## src/rtl/dma_done_pkg.sv

```systemverilog
package dma_done_pkg;
   localparam int unsigned REG_CTRL      = 0;
   localparam int unsigned REG_SIZE      = 1;
   localparam int unsigned CTRL_EN_BIT   = 0;
   localparam int unsigned CTRL_IE_BIT   = 1;
   localparam int unsigned CTRL_DONE_BIT = 2;

   typedef struct packed {
      logic arm;       // enable 0 -> 1
      logic disarm;    // enable 1 -> 0 by software
      logic ie_wr;
      logic ie_val;
      logic done_clr;
      logic size_wr;
   } ctl_cmd_t;
endpackage

```

## src/rtl/dma_wr_decode.sv

```systemverilog
module dma_wr_decode
   import dma_done_pkg::*;
#(
   parameter int unsigned ADDR_W = 2,
   parameter int unsigned DATA_W = 16,
   parameter int unsigned CNT_W  = 8
) (
   input  logic              wr_en,
   input  logic [ADDR_W-1:0] wr_addr,
   input  logic [DATA_W-1:0] wr_data,
   input  logic              en_q,
   output ctl_cmd_t          cmd,
   output logic [CNT_W-1:0]  size_val
);
   logic is_ctrl;
   logic is_size;

   always_comb begin
      is_ctrl      = wr_en && (wr_addr == ADDR_W'(REG_CTRL));
      is_size      = wr_en && (wr_addr == ADDR_W'(REG_SIZE));
      cmd.arm      = is_ctrl && wr_data[CTRL_EN_BIT] && !en_q;
      cmd.disarm   = is_ctrl && !wr_data[CTRL_EN_BIT] && en_q;
      cmd.ie_wr    = is_ctrl;
      cmd.ie_val   = wr_data[CTRL_IE_BIT];
      cmd.done_clr = is_ctrl && !wr_data[CTRL_DONE_BIT];
      cmd.size_wr  = is_size;
      size_val     = wr_data[CNT_W-1:0];
   end
endmodule

```

## src/rtl/dma_xfer_counter.sv

```systemverilog
module dma_xfer_counter #(
   parameter int unsigned CNT_W = 8
) (
   input  logic             clk,
   input  logic             rst_n,
   input  logic             size_wr,
   input  logic [CNT_W-1:0] size_val,
   input  logic             load,
   input  logic             dec,
   output logic [CNT_W-1:0] count,
   output logic             last
);
   logic [CNT_W-1:0] size_q;

   always_ff @(posedge clk or negedge rst_n) begin
      if (!rst_n) begin
         size_q <= '0;
      end else if (size_wr) begin
         size_q <= size_val;
      end
   end

   // A size of zero loads zero; the first decrement wraps, giving 2^CNT_W units.
   always_ff @(posedge clk or negedge rst_n) begin
      if (!rst_n) begin
         count <= '0;
      end else if (load) begin
         count <= size_q;
      end else if (dec) begin
         count <= count - 1'b1;
      end
   end

   assign last = (count == CNT_W'(1));
endmodule

```

## src/rtl/dma_chan_flags.sv

```systemverilog
module dma_chan_flags
   import dma_done_pkg::*;
(
   input  logic     clk,
   input  logic     rst_n,
   input  ctl_cmd_t cmd,
   input  logic     xfer_req,
   input  logic     xfer_done,
   input  logic     last,
   output logic     en_q,
   output logic     active_q,
   output logic     done_q,
   output logic     ie_q
);
   logic finish;

   assign finish = active_q && xfer_done && last;

   always_ff @(posedge clk or negedge rst_n) begin
      if (!rst_n) begin
         en_q     <= 1'b0;
         active_q <= 1'b0;
         done_q   <= 1'b0;
         ie_q     <= 1'b0;
      end else begin
         if (finish || cmd.disarm) begin
            en_q <= 1'b0;
         end else if (cmd.arm) begin
            en_q <= 1'b1;
         end

         if (finish || cmd.disarm) begin
            active_q <= 1'b0;
         end else if (en_q && xfer_req) begin
            active_q <= 1'b1;
         end

         if (finish) begin
            done_q <= 1'b1;
         end else if (cmd.arm || cmd.done_clr) begin
            done_q <= 1'b0;
         end

         if (cmd.ie_wr) begin
            ie_q <= cmd.ie_val;
         end
      end
   end
endmodule

```

## src/rtl/dma_chan_done_ctl.sv

```systemverilog
module dma_chan_done_ctl
   import dma_done_pkg::*;
#(
   parameter int unsigned ADDR_W  = 2,
   parameter int unsigned DATA_W  = 16,
   parameter int unsigned CNT_W   = 8,
   parameter bit          IRQ_REG = 1'b0
) (
   input  logic              clk,
   input  logic              rst_n,
   input  logic              wr_en,
   input  logic [ADDR_W-1:0] wr_addr,
   input  logic [DATA_W-1:0] wr_data,
   input  logic              xfer_req,
   input  logic              xfer_done,
   output logic              ch_enable,
   output logic              ch_active,
   output logic              ch_done,
   output logic              ch_irq,
   output logic [CNT_W-1:0]  ch_count
);
   localparam int unsigned CTRL_BITS = CTRL_DONE_BIT + 1;

   if (ADDR_W < 1) begin : g_bad_addr
      $error("ADDR_W must be at least 1");
   end
   if (DATA_W < CNT_W || DATA_W < CTRL_BITS) begin : g_bad_data
      $error("DATA_W must hold the size field and the control bits");
   end
   if (CNT_W < 1) begin : g_bad_cnt
      $error("CNT_W must be at least 1");
   end

   ctl_cmd_t         cmd;
   logic [CNT_W-1:0] size_val;
   logic             last;
   logic             ie_q;
   logic             arm_s;

   assign arm_s = cmd.arm;

   dma_wr_decode #(.ADDR_W(ADDR_W), .DATA_W(DATA_W), .CNT_W(CNT_W)) u_dec (
      .wr_en    (wr_en),
      .wr_addr  (wr_addr),
      .wr_data  (wr_data),
      .en_q     (ch_enable),
      .cmd      (cmd),
      .size_val (size_val)
   );

   dma_xfer_counter #(.CNT_W(CNT_W)) u_cnt (
      .clk      (clk),
      .rst_n    (rst_n),
      .size_wr  (cmd.size_wr),
      .size_val (size_val),
      .load     (cmd.arm),
      .dec      (ch_active && xfer_done),
      .count    (ch_count),
      .last     (last)
   );

   dma_chan_flags u_flg (
      .clk       (clk),
      .rst_n     (rst_n),
      .cmd       (cmd),
      .xfer_req  (xfer_req),
      .xfer_done (xfer_done),
      .last      (last),
      .en_q      (ch_enable),
      .active_q  (ch_active),
      .done_q    (ch_done),
      .ie_q      (ie_q)
   );

   if (IRQ_REG) begin : g_irq_reg
      always_ff @(posedge clk or negedge rst_n) begin
         if (!rst_n) begin
            ch_irq <= 1'b0;
         end else begin
            ch_irq <= ch_done && ie_q;
         end
      end
   end else begin : g_irq_comb
      assign ch_irq = ch_done && ie_q;
   end
endmodule

```

## config.mk

```make
export PLATFORM = sky130hd
export DESIGN_NAME = dma_chan_done_ctl
export DESIGN_NICKNAME = d
export VERILOG_FILES = /design/src/rtl/dma_done_pkg.sv /design/src/rtl/dma_wr_decode.sv /design/src/rtl/dma_xfer_counter.sv /design/src/rtl/dma_chan_flags.sv /design/src/rtl/dma_chan_done_ctl.sv
export SDC_FILE = /design/constraint.sdc
export NUM_CORES = 1
export LEC_CHECK = 0
export CAP_MARGIN = 15
export CORE_ASPECT_RATIO = 1.5
export CORE_UTILIZATION = 35
export CTS_CLUSTER_SIZE = 16
export DETAILED_ROUTE_END_ITERATION = 12
export GPL_ROUTABILITY_DRIVEN = 0
export GPL_TIMING_DRIVEN = 1
export PLACE_DENSITY = 0.72
export SKIP_LAST_GASP = 1
export SYNTH_ARGS = -nofsm -noshare
export SYNTH_HDL_FRONTEND = slang
export SYNTH_HIERARCHICAL = 1
export SYNTH_SLANG_ARGS = --single-unit
```

## constraint.sdc

```tcl
create_clock -name clk -period 2.6 [get_ports clk]
set_input_delay 0.39 -clock clk [delete_from_list [all_inputs] [get_ports clk]]
set_output_delay 0.39 -clock clk [all_outputs]
set_load 0.01 [all_outputs]
```

==> After elaboration in Yosys (flattened, before gate mapping) <==
Cells that the tools add are included.
{ "totals": {"reg_bits": 20, "input_bits": 23, "out_inout_bits": 12, "wordCells": 38} }
{ "op_classes": {"add_sub_neg": 1, "n_eq_ne": 2, "n_mux": 8, "n_reduce_logical": 21} }
{ "op_table": {"columns": ["operator", "n"], "rows": [
  ["$mux W8", 2],
  ["$logic_and A1 B1 Y1", 11],
  ["$eq A8 B1 Y1 const B", 1],
  ["$reduce_bool A2 Y1", 4],
  ["$sub A8 B1 Y8 const B", 1],
  ["$mux W1", 6],
  ["$logic_not A1 Y1", 3],
  ["$eq A2 B1 Y1 const B", 1],
  ["$logic_not A2 Y1", 1],
  ["$logic_or A1 B1 Y1", 2]
]} }

==> Logic depth before layout (Yosys ltp) <==
{ "logic_depth": {"ltp_word": 7, "depth_mapped": 5, "depth_no_buf": 5} }

==> Cells and area by module <==
Netlist, hierarchy kept.
{ "modules_own_cells": {"columns": ["mod", "instances", "cells_each", "area_per_inst_um2", "seq_area_each_um2"], "rows": [
  ["dma_xfer_counter", 1, 67, 754.5, 400.4],
  ["dma_chan_flags", 1, 12, 163.9, 100.1],
  ["dma_wr_decode", 1, 18, 133.9, 0.0],
  ["dma_chan_done_ctl", 1, 2, 12.5, 0.0]
]} }

==> Worst setup path before layout <==
Ideal clock, no wire load.
{ "synth_path": {"path_kind": "flip-flop to flip-flop", "start": "reg u_flg.active_q", "end": "reg u_cnt.count[3]", "setup_ps": 82, "t_arrival_ps": 1701, "t_required_ps": 2518, "slack_ps": 817, "stages_incl_launch_ff": 5, "cell_sequence": "dfrtp_1 -> and2_1 -> or3b_2 -> or3_2 -> a31oi_1"} }
{ "synth_between": {"elab_chain_len": 2} }
{ "synth_rtl": {"columns": ["element", "line_no", "text"], "rows": [
  ["start: declaration", "dma_chan_flags.sv:11", "output logic active_q,"],
  ["start signal: assignment", "dma_chan_flags.sv:22", "active_q <= 1'b0;"],
  ["start signal: assignment", "dma_chan_flags.sv:33", "active_q <= 1'b0;"],
  ["start signal: assignment", "dma_chan_flags.sv:35", "active_q <= 1'b1;"],
  ["$logic_and A1 B1 Y1", "dma_chan_done_ctl.sv:57", ".dec (ch_active && xfer_done),"],
  ["$reduce_bool A2 Y1 (no source line)", null, null],
  ["end signal: assignment", "dma_xfer_counter.sv:28", "count <= size_q;"],
  ["end signal: assignment", "dma_xfer_counter.sv:30", "count <= count - 1'b1;"],
  ["end: declaration", "dma_xfer_counter.sv:10", "output logic [CNT_W-1:0] count,"]
]} }
Every way passes these cells.
A chain may end at the register's enable or synchronous reset.

==> Worst setup path after layout <==
{ "layout_path": {"start": "in xfer_done", "end": "reg u_cnt.count[3]"} }
{ "layout_between": {"elab_chain_len": 2} }
{ "layout_rtl": {"columns": ["element", "line_no", "text"], "rows": [
  ["start: declaration", "dma_chan_done_ctl.sv:15", "input logic xfer_done,"],
  ["$logic_and A1 B1 Y1", "dma_chan_done_ctl.sv:57", null],
  ["$reduce_bool A2 Y1 (no source line)", null, null]
]} }
Every way passes these cells.

==> metrics.md <==
| Metric | Value |
|---|---|
| Endpoints failing setup | 0 |
| PD cells | ~920 nW/um2 |
| Post-CTS Hold Fix Bufs | 0 |
| Fmax achieved | roughly 500 MHz |
| Avg Vias per Cell | 4.90 |
| Num CTS Buffers | 3 |
| Final Skew | 5.66 ps |
| CTS tree | yes |
| Placeable Area | between 2000 and 3000 um2 |
| Relative slew slack | 60.1% |
| Port Buffer Count | 26 |
| DRC viols | 0 |
| Die Y | 69.6 um |
| FF-to-FF End | u_flg/active_q$_DFFE_PN0P_ |
| Row count | 24 |
| Synth area leader | dfrtp_1 |
| Comb power frac | between 30% and 40% |
| Worst-Skew Late Latency | around 260 ps |
| Fill cells | 271 |
| Maximum VDD drop | 373 uV |
| Hpwl dp | around 1.5 mm |
| Worst R2R Start | u_cnt/count[2]$_DFFE_PN0P_ |
| CP Class | in -> reg |
| WL/cell | 11.9 um |
| Post-Route WL | 1.90 mm |
| Seq pwr share | 42.1% |
| Vias after detailed routing | 779 |
| Synth Instances | 99 |
| Internal power | about 860 uW |
| Final net count | 146 |
| Net Count, Synth | 124 |
| Netlist cell types | 29 |
| Place WS | 310 ps |
| CP arrival | 2200 ps |
| Largest net degree at the start of global routing | 21 |
| Setup ws final | 581 ps |
| Crit path launch type | input pin |
| Post-synthesis register bit count | 20 |
| H-Tree Depth | 1 |
| Register area share after synthesis | 47.0% |
| Status | complete, no violations |
| Pre-antenna DRT Iters | 4 |
| Initial antenna violation count | 0 |
| I/O pin count | 35 |
| Slew Viols, Final | 0 |
| Area Growth Syn to Fin | 28.6% |
| Clock Path Buffers | 2 |
| Vias in the first global route | 775 |
| Unrepaired setup endpoints after global routing | false |
| Global-route wire length before repair | 3.35 mm |
| WP data required | 2790 ps |
| Hold Vio Cnt, Final | 0 |
| Net load switching power | 403 uW |
| Effective utilization at floorplan | 36.6% |
| Worst Hold Class | in -> async |
| Tcrit/Tclk final | 77.6% |
| Share of post-route cells with drive strength above 1 | about 22% |
| Crit end category | flip-flop |
| # diodes | 0 |
| Total die area | 3270 um2 |
| FF-to-FF path depth | 4 |
| 1st-iter DRT viols | 22 |
| Routed Antenna Nets | 0 |
| Crit path max fanout | 6 |
| Clock power share | 18.9% |
| Max-cap viol count | 0 |
| Post-CTS setup repair buffer count | 0 |
| Minimum clock period | 2020 ps |
| Slew @ Worst Pin | 591 ps |
| Total gr overflow | 0 |
| Root Buffer | clkbuf_8 |
| Setup TNS | 0 ps |
| DIE WIDTH | roughly 47 um |
| Most common cell after layout, fill and taps aside | clkdlybuf4s50_1 |
| P_leak | 0.000550 uW |
| Sw Ratio | 32.0% |
| R2r setup slk | 700 ps |
| Cts repair resizes | 0 |
| Total Routing Usage GR | between 10% and 20% |
| Avg Cell Area, Syn | 10.8 um2 |
| Most frequent cells in the layout | clkdlybuf4s50_1 (26), dfrtp_1 (20), nand2_1 (10) |
| Synthesized area | 1060 um2 |
| Yosys warns | 6 |
| Synth area leaders | dfrtp_1 (47%), mux2_2 (9.5%), buf_4 (7.8%), nand2_1 (3.5%), o21ai_0 (2.8%) |
| Hold WS | 467 ps |
| Sink Count | 20 |
| Clock slew at reported path FFs | 80 ps |
| Share of the synthesized area in the top cell type | 47.0% |
cells by family after synthesis:
| kind of cell | after synthesis | share of synthesized area, % |
|---|---|---|
| compound gates | 15 | 9.64 |
| xor+xnor | 3 | 2.47 |
| fa+ha+maj | 2 | 2.35 |
| buf+inv | 17 | 9.87 |
| flops | 20 | 47.0 |
| mux | 9 | 9.52 |
| simple gates | 33 | 19.2 |
worst max-delay path: stages:
cell and delay [ps]:
clkdlybuf4s50_1 530, and2_1 170, or3b_2 510, or3_2 420, a31oi_1 180
worst max-delay path by stage:
stage	cells past startpoint	slack (ps)	to	start
after floorplan	4	820	u_cnt/count[3]$_DFFE_PN0P_	u_flg/active_q$_DFFE_PN0P_
after global placement	5	360	u_cnt/count[3]$_DFFE_PN0P_	xfer_done
after detailed placement	5	310	u_cnt/count[3]$_DFFE_PN0P_	xfer_done
final	5	580	u_cnt/count[3]$_DFFE_PN0P_	xfer_done
after CTS	5	580	u_cnt/count[3]$_DFFE_PN0P_	xfer_done
after global routing	6	510	u_cnt/count[7]$_DFFE_PN0P_	wr_en
flip-flops by register name, indices dropped and copies added (netlist names):
signal / count
u_cnt/count: 8
u_cnt/size_q: 8
u_flg/active_q: 1
u_flg/done_q: 1
u_flg/en_q: 1
u_flg/ie_q: 1
through the flow:
step | cell area, um2 | util [%] | instances | total power, uW
floorplan | 1060 | - | 99 | 784
global placement | 1310 | 45.1 | 155 | 1020
detailed placement | 1310 | 45.1 | 155 | 1030
CTS | 1370 | 47.0 | 159 | 1270
global route | 1370 | 47.0 | 159 | 1360
finish | 1370 | 47.0 | 159 | 1260
cells in the mapped netlist, drive strengths merged:
cell	count
dfrtp	20
buf	11
nand2	10
mux2	9
nor2	7
o21ai	6
inv	4
or4	4
a31oi	2
and2	2
clkbuf	2
ha	2
nor3b	2
o211ai	2
or3	2
or3b	2
xnor2	2
a21bo	1
a21oi	1
a311oi	1
a32o	1
and4bb	1
nand3	1
nand3b	1
nor4b	1
o31ai	1
xor2	1
area by class of cell:
class	instances	area, um2	area share, %
repair buffers	30	290	21.2
well taps	39	48.8	3.56
clock buffers	4	55.1	4.02
multi-input cells	62	459	33.5
flip-flops and latches	20	500	36.6
inverters	4	15.0	1.10
per-layer routing:
metal | global-route usage, % | wire, um
met5 | 0 | 0
met4 | 9.52 | 61
met3 | 2.34 | 43
met2 | 23.6 | 1020
met1 | 15.6 | 775
power by group through the flow:
stage / clock, uW / combinational, uW / sequential (uW)
global route: 258 / 547 / 553
finish: 238 / 492 / 531
detailed placement: 0 / 495 / 539
floorplan: 0 / 228 / 556
global placement: 0 / 483 / 535
CTS: 245 / 497 / 533
(Power assumes the default switching activity.)
